$ cat config.mk
export PLATFORM = sky130hd
export DESIGN_NAME = isr_ctl
export DESIGN_NICKNAME = d
export VERILOG_FILES = /design/src/rtl/isr_ctl.sv
export SDC_FILE = /design/constraint.sdc
export NUM_CORES = 1
export LEC_CHECK = 0
export ABC_CLOCK_PERIOD_IN_PS = 1270
export BUFFER_PORTS_ARGS = -buffer_cell sky130_fd_sc_hd__buf_2
export CAP_MARGIN = 20
export CORE_AREA = 2 2 39 41
export CTS_CLUSTER_SIZE = 8
export DETAILED_ROUTE_END_ITERATION = 10
export DIE_AREA = 0 0 41 43
export SYNTH_ARGS = -nofsm -noshare
export SYNTH_HDL_FRONTEND = slang
export SYNTH_SLANG_ARGS = --single-unit
$ cat constraint.sdc
create_clock -name clk -period 1.27 [get_ports clk]
set_input_delay 0 -clock clk [delete_from_list [all_inputs] [get_ports clk]]
set_output_delay 0 -clock clk [all_outputs]
set_load 0.005 [all_outputs]
$ cat src/rtl/isr_ctl.sv
module isr_ctl (
  input  logic       clk,
  input  logic       rst_n,
  input  logic       host_wr,
  input  logic [7:0] host_wdata,
  output logic [7:0] host_rdata,
  input  logic       seq_sem_wr,
  input  logic       seq_sem_val,
  input  logic       tst_rd,
  output logic       tst_sigp,
  input  logic       seq_wait_sel,
  output logic       sel_abort,
  input  logic       ev_sel_done,
  input  logic       ev_resp_sel,
  input  logic       ev_arb_won,
  input  logic       ev_disc,
  input  logic       ev_intfly,
  input  logic       sip_in,
  input  logic       dip_in,
  input  logic       cfg_wr,
  input  logic       cfg_compat,
  output logic       compat_mode,
  output logic       ops_rst,
  output logic       irq
);
  logic srst, sigp, sem, con, intf;
  logic srst_nx, con_set, unused_wbits;

  assign srst_nx = host_wr ? host_wdata[6] : srst;
  assign con_set = ev_sel_done | ev_resp_sel | ev_arb_won;
  assign unused_wbits = ^{host_wdata[7], host_wdata[3], host_wdata[1:0]};

  always_ff @(posedge clk or negedge rst_n)
    if (!rst_n) compat_mode <= 1'b0;
    else if (cfg_wr) compat_mode <= cfg_compat;

  always_ff @(posedge clk or negedge rst_n)
    if (!rst_n) srst <= 1'b0;
    else srst <= srst_nx;

  always_ff @(posedge clk or negedge rst_n)
    if (!rst_n) begin
      sigp <= 1'b0;
      sem  <= 1'b0;
      con  <= 1'b0;
      intf <= 1'b0;
    end else if (srst_nx) begin
      sigp <= 1'b0;
      sem  <= 1'b0;
      con  <= 1'b0;
      intf <= 1'b0;
    end else begin
      if (host_wr && host_wdata[5]) sigp <= 1'b1;
      else if (host_wr || tst_rd) sigp <= 1'b0;

      if ((host_wr && host_wdata[4]) || (seq_sem_wr && seq_sem_val)) sem <= 1'b1;
      else if (host_wr || seq_sem_wr) sem <= 1'b0;

      if (con_set) con <= 1'b1;
      else if (ev_disc) con <= 1'b0;

      if (ev_intfly) intf <= 1'b1;
      else if (host_wr && host_wdata[2]) intf <= 1'b0;
    end

  assign host_rdata = {1'b0, srst, sigp, sem, con, intf, sip_in, dip_in};
  assign tst_sigp   = sigp;
  assign sel_abort  = sigp & seq_wait_sel;
  assign ops_rst    = srst;
  assign irq        = sip_in | dip_in | intf;
endmodule


======== After elaboration in Yosys (flattened, before gate mapping) ========
Index checks and enable logic that the tools add are counted.
word-level totals
  register bits after elaboration ......... 6
  output and inout bits ................... 13
  logic and storage cells ................. 35
operators by class
  mux-type cells .......................... 13
  bitwise logic cells ..................... 5
  reductions and logical operators ........ 11
operators by type and width
  kind               count
  $mux 1             13
  $reduce_bool 3->1  4
  $logic_and 1x1->1  4
  $or 1x1->1         4
  $logic_or 1x1->1   3
  $and 1x1->1        1

======== Depth between registers and ports, before layout ========
Gate-level depths: netlist of run 1.
  depth after elaboration ................. 4
  mapped depth ............................ 2

======== Worst setup path before layout of run 1 ========
OpenSTA, ideal clock, no wires.
  path kind ............................... flip-flop to flip-flop
  from .................................... reg srst (netlist: ops_rst)
  to ...................................... reg intf
  setup time .............................. 63 ps
  arrival ................................. 880 ps
  setup slack ............................. 327 ps
  cell stages (with the launch flop) ...... 3
  buffers on the path ..................... 0
  clock period less this slack ............ 943 ps
  cell sequence ........................... dfrtp_1 -> mux2_4 -> o21ba_4
on the way
  longest elaborated chain between the ends .. 2
  elaborated cells between the ends (all ways) .. 3
  classes of those cells .................. 2 x mux; 1 x reduce/logical
ends and longest elaborated chain
  item                                                          line  text
  start: declaration                                            26    logic srst, sigp, sem, con, intf;
  start signal: assignment                                      39    else srst <= srst_nx;
  $mux 1 (*)                                                    29    assign srst_nx = host_wr ? host_wdata[6] : srst;
  net srst_nx                                                   27    logic srst_nx, con_set, unused_wbits;
  $reduce_bool 3->1 (no source line) or $mux 1 (tied branches)  --
  end signal: assignment                                        46    intf <= 1'b0;
  end signal: assignment                                        51    intf <= 1'b0;
  end signal: assignment                                        62    if (ev_intfly) intf <= 1'b1;
  end: declaration                                              26
The timed path passes the listed nets; every way through them passes the cells marked *.
A chain may end at the register's enable or synchronous reset.

======== Worst setup path in the final report of run 1 ========
  from .................................... reg intf
  to ...................................... out irq
on the way
  longest elaborated chain between the ends .. 1
ends and longest elaborated chain
  item              line  text
  $or 1x1->1        70    assign irq = sip_in | dip_in | intf;
  end: declaration  24    output logic irq
No other way between the ends.

==> results of run 1 <==
worst max-delay path, stage by stage, from the launching register on:
cell and delay [ns]:
dfrtp_1 0.37, or3_1 0.29, buf_2 0.13
worst paths after layout:
path                                    end        start  slack (ns)
worst max register to register         intf      ops_rst        0.30
worst min register to register  compat_mode  compat_mode        0.52
worst max-delay path                    irq         intf        0.24
min in group asynchronous       compat_mode        rst_n        0.11
max in group asynchronous          tst_sigp        rst_n        1.01
worst min-delay path            compat_mode   cfg_compat       0.003
cells by family (layout without fill, tap and decap cells):
kind of cell | count (synthesis) | after routing
AO/OA/AOI/OAI | 6 | 6
buffers and inverters | 9 | 38
flip-flops | 6 | 6
multiplexers | 2 | 2
other | 1 | 1
AND/OR/NAND/NOR | 6 | 6
final cells by class:
| cell class | instances | area share, % |
|---|---|---|
| flip-flops and latches | 6 | 29.9 |
| well taps | 16 | 3.99 |
| inverters | 1 | 0.748 |
| clock buffers | 3 | 4.49 |
| multi-input cells | 15 | 23.9 |
| repair buffers | 34 | 36.9 |
repair_timing:
action | CTS | global route
hold endpoints to repair | 8 | 0
buffers inserted | 0 | 0
resized for setup | 0 | 0
hold buffers | 3 | 0
registers in the layout, indices dropped and copies added, names as in the netlist:
name and cells:
ops_rst 1, sem 1, con 1, compat_mode 1
tst_sigp 1, intf 1
per-layer routing:
metal | up-vias | global-route usage [%] | share of wire, %
met5 | - | 0 | 0
met4 | 0 | 6.00 | 0
met3 | 0 | 3.14 | 11
met2 | 19 | 14.1 | 52
met1 | 132 | 8.55 | 37
li1 | 153 | - | -
power by group:
part / internal (mW) / total, mW / switching [mW]
clock: 0.106 / 0.168 / 0.0613
sequential: 0.210 / 0.221 / 0.0107
combinational: 0.0694 / 0.111 / 0.0415
total: 0.386 / 0.499 / 0.113
cell usage after synthesis (all sizes together):
master  instances  area share, %
buf             8             18
dfrtp           6             45
a21oi           2            3.0
mux2            2            7.9
a21boi          1            2.2
a22oi           1            2.2
and2            1            1.9
conb            1            1.1
inv             1            1.1
nand2b          1            1.9
nand3b          1            2.2
nor3            1            1.5
o21ba           1            4.9
o41ai           1            2.6
or3             1            1.9
or3b            1            2.6
stage by stage:
stage | hold WS [ns] | area [sq um] | instances
final | 0.00254 | 502 | 75
after global routing | 0.00566 | 502 | 75
after CTS | 0.000884 | 502 | 75
after detailed placement | -0.171 | 449 | 69
after global placement | -0.169 | 449 | 69
after floorplan | -0.296 | 334 | 30
==> key figures, run 1 <==
Outcome
  – Status: complete, no violations

Logic synthesis
  – Flops & latches, synth: 6
  – Largest family of logic cells by synthesized area: buffers and inverters
  – Avg Synthesized Cell Area: 11.1 sq um
  – Syn Std Cell Area: 334 sq um
  – Seq/Total Area, Yosys: 44.9%
  – Mux contribution to synthesized area: 7.87%
  – Simple-gate share of the synthesized area: 12.0%
  – Synthesis Warnings: 0
  – Compound-gate portion of the synthesized area: 15.0%
  – Mapped Cells: 30
  – Post-Synth XOR/XNOR Area: 0%
  – Syn_nets: 54
  – Count of unique library cells instantiated by Yosys: 17
  – Adder-Cell Fraction of Synth Area: 0%

STA
  – Layout Skew: 0.00376 ns
  – Final Hold Viols: 0
  – RSZ-0062 raised after global routing: false
  – Final Cycle Share: 81.1%
  – Final worst slack: 0.240 ns
  – Sum of negative setup slack: 0 ns
  – Slew Viols, Final: 0
  – Final Setup Violations: 0
  – Highest clock rate: 971 MHz
  – Final Critical Period: 1.03 ns

Die
  – Initial Utilization: 24.1%
  – Die Area: 1760 sq um
  – FP Rows: 14
  – Die width: 41 microns
  – Placeable Area: 1380 sq um
  – Die Y: 43 microns
  – # IOs: 37

Flow run
  – Total of max-cap violations: 0

GRT
  – GRT overflow: 0
  – Antenna violations before repair: 0
  – First-pass GRT wire length: 993 microns
  – Largest net degree at the start of global routing: 7
  – Number of global-route vias before repair: 282
  – Overall Global Routing Usage: 8.70%

Clocking
  – Num CTS Buffers: 3
  – CTS Buffer Depth: 2
  – CTS tree: done
  – Max H-tree Level: 1
  – CTS sink cnt: 6
  – Worst-Skew Late Latency: 0.24 ns
  – Root Driver: clkbuf_4
  – Worst-path clk slew: 0.04 ns

Power
  – P_leak: 0.270 nW
  – Power Total: 499 uW
  – Max VDD drop: 0.000368 V
  – Cell area power density: 995 nW/um^2

Finish
  – Layout cells sized above 1: 62.7%
  – Antenna diode count: 0
  – Multi-input logic area: 120 sq um
  – Nets: 85
  – Filler Cell Count: 149
  – Register area: 150 sq um
  – Most frequent cells in the layout: 31 x buf_2, 6 x dfrtp_1, 3 x clkbuf_4, 3 x dlygate4sd3_1, 2 x a21oi_1
  – Area delta synth->final: 50.2%
  – Commonest non-fill, non-tap cell in the layout: buf_2
  – Final core occ: 36.3%

Critical path
  – WP data required: 1.27 ns
  – Setup crit end kind: output port
  – CP arrival: 1.03 ns
  – Startpoint Class: flip-flop
  – CP max FO: 3
  – Reg2Reg Depth: 2
  – WS Path Type: reg -> out

Place
  – Setup WS pre-CTS: 0.311 ns
  – PortBufs: 31
  – Post-DP HPWL: 605 microns
  – RD Place Congestion: 0.538

Drt
  – Drt first-iter violations: 3
  – Routed wire length per instance: 9.71 microns
  – Detailed-route via count: 304
  – Routed Antenna Nets: 0
  – DR DRC count: 0
  – Vias per cell: 4.05
  – DRT Pass-1 Iters: 2
  – Routed wire length: 728 microns

Worst hold path
  – Class of the worst hold path: in -> reg
  – Hold depth: 2
Power figures use the tool's default switching activity.
==> run 2: changes to the inputs <==
--- a/config.mk
+++ b/config.mk
@@ -5,7 +5,7 @@
 export SDC_FILE = /design/constraint.sdc
 export NUM_CORES = 1
 export LEC_CHECK = 0
-export ABC_CLOCK_PERIOD_IN_PS = 1270
+export ABC_CLOCK_PERIOD_IN_PS = 1100
 export BUFFER_PORTS_ARGS = -buffer_cell sky130_fd_sc_hd__buf_2
 export CAP_MARGIN = 20
 export CORE_AREA = 2 2 39 41
==> constraint.sdc (replaced) <==
create_clock -name clk -period 1.1 [get_ports clk]
set_input_delay 0 -clock clk [delete_from_list [all_inputs] [get_ports clk]]
set_output_delay 0 -clock clk [all_outputs]
set_load 0.005 [all_outputs]
==> key figures, run 2 (same netlist as run 1, synthesis figures left out) <==
Outcome
  – Status: complete, no violations

Drt
  – Vias per cell: 4.25 (+4.8%)
  – Routed Antenna Nets: 0 (unchanged)
  – Routed wire length: 759 microns (+4.3%)
  – Detailed-route via count: 327 (+7.6%)
  – DR DRC count: 0 (unchanged)
  – Drt first-iter violations: 6 (+3)
  – DRT Pass-1 Iters: 4 (+2)
  – Routed wire length per instance: 9.86 microns (+1.6%)

Finish
  – Most frequent cells in the layout: 31 x buf_2, 6 x dfrtp_1, 5 x dlygate4sd3_1, 3 x clkbuf_4, 2 x a21oi_1
  – Nets: 87 (+2.4%)
  – Final instance area: 522 sq um (+4.0%)
  – Commonest non-fill, non-tap cell in the layout: buf_2
  – Antenna diode count: 0 (unchanged)
  – Layout cells sized above 1: 60.7% (-2.1 points)
  – Area delta synth->final: 56.2%

Power
  – Cell area power density: 1130 nW/um^2 (+13%)
  – P_leak: 0.278 nW (+3.1%)
  – Combinational Power Share: 22.8% (+0.6 points)
  – Switching power: 137 uW (+21%)
  – Int Power: 450 uW (+17%)
  – Max VDD drop: 0.000586 V (+59%)
  – Sw Ratio: 23.3% (+0.62 points)
  – Clock share of power: 33.9% (+0.3 points)
  – Seq pwr share: 43.4% (-0.8 points)

Clocking
  – Num CTS Buffers: 3 (unchanged)
  – CTS tree: done
  – CTS sink cnt: 6 (unchanged)
  – Worst-path clk slew: 0.05 ns (about the same)
  – CTS Buffer Depth: 2 (unchanged)
  – Worst-Skew Late Latency: 0.24 ns (about the same)
  – Max H-tree Level: 1 (unchanged)
  – Root Driver: clkbuf_4

GRT
  – Antenna violations before repair: 0 (unchanged)
  – GRT overflow: 0 (unchanged)
  – Overall Global Routing Usage: 9.39% (+0.70 points)
  – Largest net degree at the start of global routing: 7 (unchanged)
  – Number of global-route vias before repair: 278 (-1.4%)
  – First-pass GRT wire length: 1.08 mm (+8.4%)

Critical path
  – CP max FO: 3 (unchanged)
  – Setup crit end kind: output port
  – WS Path Type: reg -> out
  – WP data required: 1.10 ns (-0.17 ns)
  – Crit path depth: 2 (unchanged)
  – CP max stage delay: 0.37 ns (about the same)
  – Reg2Reg Depth: 2 (unchanged)
  – Startpoint Class: flip-flop
  – Reg2Reg Setup Slack: 0.13 ns (-0.17 ns)
  – CP arrival: 1.04 ns (about the same)
  – Worst r2r src: ops_rst
  – Delay-heaviest family, CP: flip-flops
  – Critical path, cell by cell: or3_1 > buf_2
  – Slowest CP cell: dfrtp_1
  – Buf/Inv on CP: 1 (unchanged)
  – RR Endpoint: intf

Place
  – Post-DP HPWL: 592 microns (-2.1%)
  – PortBufs: 31 (unchanged)
  – Setup WS pre-CTS: 0.140 ns (-0.171 ns)
  – RD Place Congestion: 0.537 (-0.11%)
  – Placed Area: 449 sq um (unchanged)

Die
  – Die Area: 1760 sq um (unchanged)
  – Die width: 41 microns (unchanged)
  – Initial Utilization: 24.1% (unchanged)
  – Placeable Area: 1380 sq um (unchanged)
  – # IOs: 37 (unchanged)
  – FP Rows: 14 (unchanged)
  – Die Y: 43 microns (unchanged)

STA
  – Final Setup Violations: 0 (unchanged)
  – Layout Skew: 0.00692 ns (+0.00316 ns)
  – Sum of negative setup slack: 0 ns (unchanged)
  – Final Hold Viols: 0 (unchanged)
  – Highest clock rate: 965 MHz
  – Final Critical Period: 1.04 ns
  – Final Cycle Share: 94.2%
  – Final worst slack: 0.0636 ns (-0.176 ns)
  – Slew Viols, Final: 0 (unchanged)
  – RSZ-0062 raised after global routing: false

Worst hold path
  – Hold wc startpoint: cfg_wr
  – Class of the worst hold path: in -> reg
  – Hold EP: compat_mode
  – Hold depth: 2 (unchanged)

Flow run
  – Total of max-cap violations: 0 (unchanged)
==> run 2: final cells by class <==
type | count | area (sq um)
repair buffers | 36 | 205
well taps | 16 | 20.0
clock buffers | 3 | 22.5
fillers | 141 | 862
flip-flops and latches | 6 | 150
inverters | 1 | 3.75
multi-input cells | 15 | 120
==> run 2: power groups by stage <==
| stage | Combinational [mW] | Sequential (mW) | Clock [mW] |
|---|---|---|---|
| global placement | 0.119 | 0.257 | 0 |
| finish | 0.134 | 0.255 | 0.199 |
| global route | 0.149 | 0.257 | 0.231 |
| CTS | 0.136 | 0.254 | 0.209 |
| floorplan | 0.0743 | 0.257 | 0 |
| detailed placement | 0.122 | 0.257 | 0 |
==> run 2: what timing repair did <==
action	in CTS	in global routing
endpoints found under the hold margin	10	0
setup endpoints to repair	0	0
setup buffers	0	0
hold buffers	5	0
resized for setup	0	0
==> run 2: per-layer routing <==
layer	wire, microns	track usage, %
met2	372	15.6
met4	12	6.00
met3	85	4.71
met5	0	0
met1	287	8.20
==> run 2: worst max-delay path by stage <==
stage,slack [ns],end,start
after floorplan,0.16,intf,ops_rst
after global placement,0.15,intf,ops_rst
after detailed placement,0.14,intf,ops_rst
after CTS,0.05,irq,intf
after global routing,0.004,irq,intf
final,0.06,irq,intf
==> run 2: through the flow <==
| step | total power [mW] | instances | hold WS (ns) | util (%) |
|---|---|---|---|---|
| floorplan | 0.332 | 30 | -0.296 | - |
| detailed placement | 0.379 | 69 | -0.165 | 32.5 |
| finish | 0.587 | 77 | 0.00887 | 37.7 |
| global route | 0.636 | 77 | 0.00634 | 37.7 |
| global placement | 0.375 | 69 | -0.170 | 32.5 |
| CTS | 0.599 | 77 | 0.00274 | 37.7 |
==> run 3: changes to the inputs <==
--- a/config.mk
+++ b/config.mk
@@ -5,7 +5,7 @@
 export SDC_FILE = /design/constraint.sdc
 export NUM_CORES = 1
 export LEC_CHECK = 0
-export ABC_CLOCK_PERIOD_IN_PS = 1100
+export ABC_CLOCK_PERIOD_IN_PS = 1200
 export BUFFER_PORTS_ARGS = -buffer_cell sky130_fd_sc_hd__buf_2
 export CAP_MARGIN = 20
 export CORE_AREA = 2 2 39 41
==> constraint.sdc (replaced) <==
create_clock -name clk -period 1.2 [get_ports clk]
set_input_delay 0 -clock clk [delete_from_list [all_inputs] [get_ports clk]]
set_output_delay 0 -clock clk [all_outputs]
set_load 0.005 [all_outputs]
==> key figures, run 3 (same netlist as run 1, synthesis figures left out) <==
Finish
  – Layout cells sized above 1: 60.7% (unchanged)
  – Nets: 87 (unchanged)
  – Final instance area: 522 sq um (unchanged)
  – Antenna diode count: 0 (unchanged)
  – Most frequent cells in the layout: 31 x buf_2, 6 x dfrtp_1, 5 x dlygate4sd3_1, 3 x clkbuf_4, 2 x a21oi_1
  – Area delta synth->final: 56.2% (unchanged)
  – Filler Cell Count: 151 (+7.1%)
  – Commonest non-fill, non-tap cell in the layout: buf_2

STA
  – Final Cycle Share: 86.0%
  – Final Hold Viols: 0 (unchanged)
  – RSZ-0062 raised after global routing: false
  – Sum of negative setup slack: 0 ns (unchanged)
  – Slew Viols, Final: 0 (unchanged)
  – Layout Skew: 0.00178 ns (-0.00514 ns)
  – Highest clock rate: 969 MHz
  – Final Critical Period: 1.03 ns
  – Final Setup Violations: 0 (unchanged)

Worst hold path
  – Class of the worst hold path: in -> reg

Critical path
  – WP data required: 1.20 ns (+0.10 ns)
  – CP arrival: 1.03 ns (about the same)
  – Setup crit end kind: output port
  – CP max FO: 3 (unchanged)
  – WS Path Type: reg -> out
  – Critical path, cell by cell: or3_1 > buf_2
  – Buf/Inv on CP: 1 (unchanged)
  – CP max stage delay: 0.37 ns (about the same)
  – Slowest CP cell: dfrtp_1
  – Startpoint Class: flip-flop
  – Delay-heaviest family, CP: flip-flops

Die
  – # IOs: 37 (unchanged)
  – Placeable Area: 1380 sq um (unchanged)
  – Die Y: 43 microns (unchanged)
  – Die width: 41 microns (unchanged)
  – Die Area: 1760 sq um (unchanged)
  – FP Rows: 14 (unchanged)
  – Initial Utilization: 24.1% (unchanged)

Clocking
  – Cells resized by post-CTS repair: 0 (unchanged)
  – Root Driver: clkbuf_4
  – CTS sink cnt: 6 (unchanged)
  – Max H-tree Level: 1 (unchanged)
  – CTS tree: done
  – Worst-Skew Late Latency: 0.24 ns (about the same)
  – CTS Buffer Depth: 2 (unchanged)
  – Num CTS Buffers: 3 (unchanged)
  – Worst-path clk slew: 0.04 ns (about the same)

Place
  – PortBufs: 31 (unchanged)
  – Placed Area: 449 sq um (unchanged)
  – Post-DP HPWL: 606 microns (+2.3%)
  – RD Place Congestion: 0.540 (+0.48%)

Drt
  – DR DRC count: 0 (unchanged)
  – Routed Antenna Nets: 0 (unchanged)
  – Vias per cell: 4.22 (-0.61%)
  – Drt first-iter violations: 4 (-2)
  – Detailed-route via count: 325 (-0.61%)
  – Routed wire length per instance: 9.61 microns (-2.5%)
  – Routed wire length: 740 microns (-2.5%)
  – DRT Pass-1 Iters: 4 (unchanged)

GRT
  – First-pass GRT wire length: 986 microns (-8.4%)
  – Overall Global Routing Usage: 9.38% (-0.0095 points)
  – Antenna violations before repair: 0 (unchanged)
  – Largest net degree at the start of global routing: 7 (unchanged)
  – GRT overflow: 0 (unchanged)
  – Number of global-route vias before repair: 268 (-3.6%)

Flow run
  – Total of max-cap violations: 0 (unchanged)

Power
  – P_leak: 0.278 nW (unchanged)
  – Cell area power density: 1030 nW/um^2 (-8.7%)
  – Max VDD drop: 0.000328 V (-44%)
  – Power Total: 536 uW (-8.7%)

Outcome
  – Status: complete, no violations
## run 3: cell counts in the layout (fill, tap and decap cells not counted)
Identical to the previous run, type by type.
## run 3: timing repair
item	4_1_cts	5_1_grt
buffers inserted	0	0
hold buffers	4	1
endpoints found under the hold margin	9	1
## run 3: worst min-delay path: stages
cell	delay, ns
buf_2	0.08
nand3b_1	0.06
o41ai_1	0.06
## run 3: final cells by class
class                           instances  area [sq um]  share of cell area (%)
Timing Repair Buffer                   36           205                    39.3
Sequential cell                         6           150                    28.8
Multi-Input combinational cell         15           120                    23.0
Clock buffer                            3          22.5                    4.32
Tap cell                               16          20.0                    3.84
Inverter                                1          3.75                   0.719
## run 3: per-stage QoR
step                      cells  hold slack, ns  worst slack [ns]  util, %
after floorplan              30          -0.296             0.257        -
after global placement       69          -0.169             0.249     32.5
after detailed placement     69          -0.167             0.244     32.5
after CTS                    76        0.000851             0.157     37.0
after global routing         77         0.00168            0.0937     37.7
final                        77         0.00516             0.167     37.7
## run 3: worst paths after layout
kind	start	end	slack, ns	cells after the start
setup reg to reg	ops_rst	intf	0.24	2
hold reg to reg	compat_mode	compat_mode	0.50	1
max in group asynchronous	rst_n	intf	0.94	2
min in group asynchronous	rst_n	compat_mode	0.11	2
setup / recovery	intf	irq	0.17	2
hold / removal	host_wdata[5]	tst_sigp	0.005	3
## run 3: layer usage
layer  track usage [%]  wire [microns]  up-vias
met5                 0               0        -
met1              7.52             280      147
met2              13.4             364       19
met4              8.00               8        0
met3              7.85              86        2
li1                  -               -      157
## run 3: where the power goes
part	total (mW)	switching (mW)	internal, mW
Combinational	0.122	0.0441	0.0777
Clock	0.181	0.0686	0.113
Sequential	0.233	0.0110	0.222
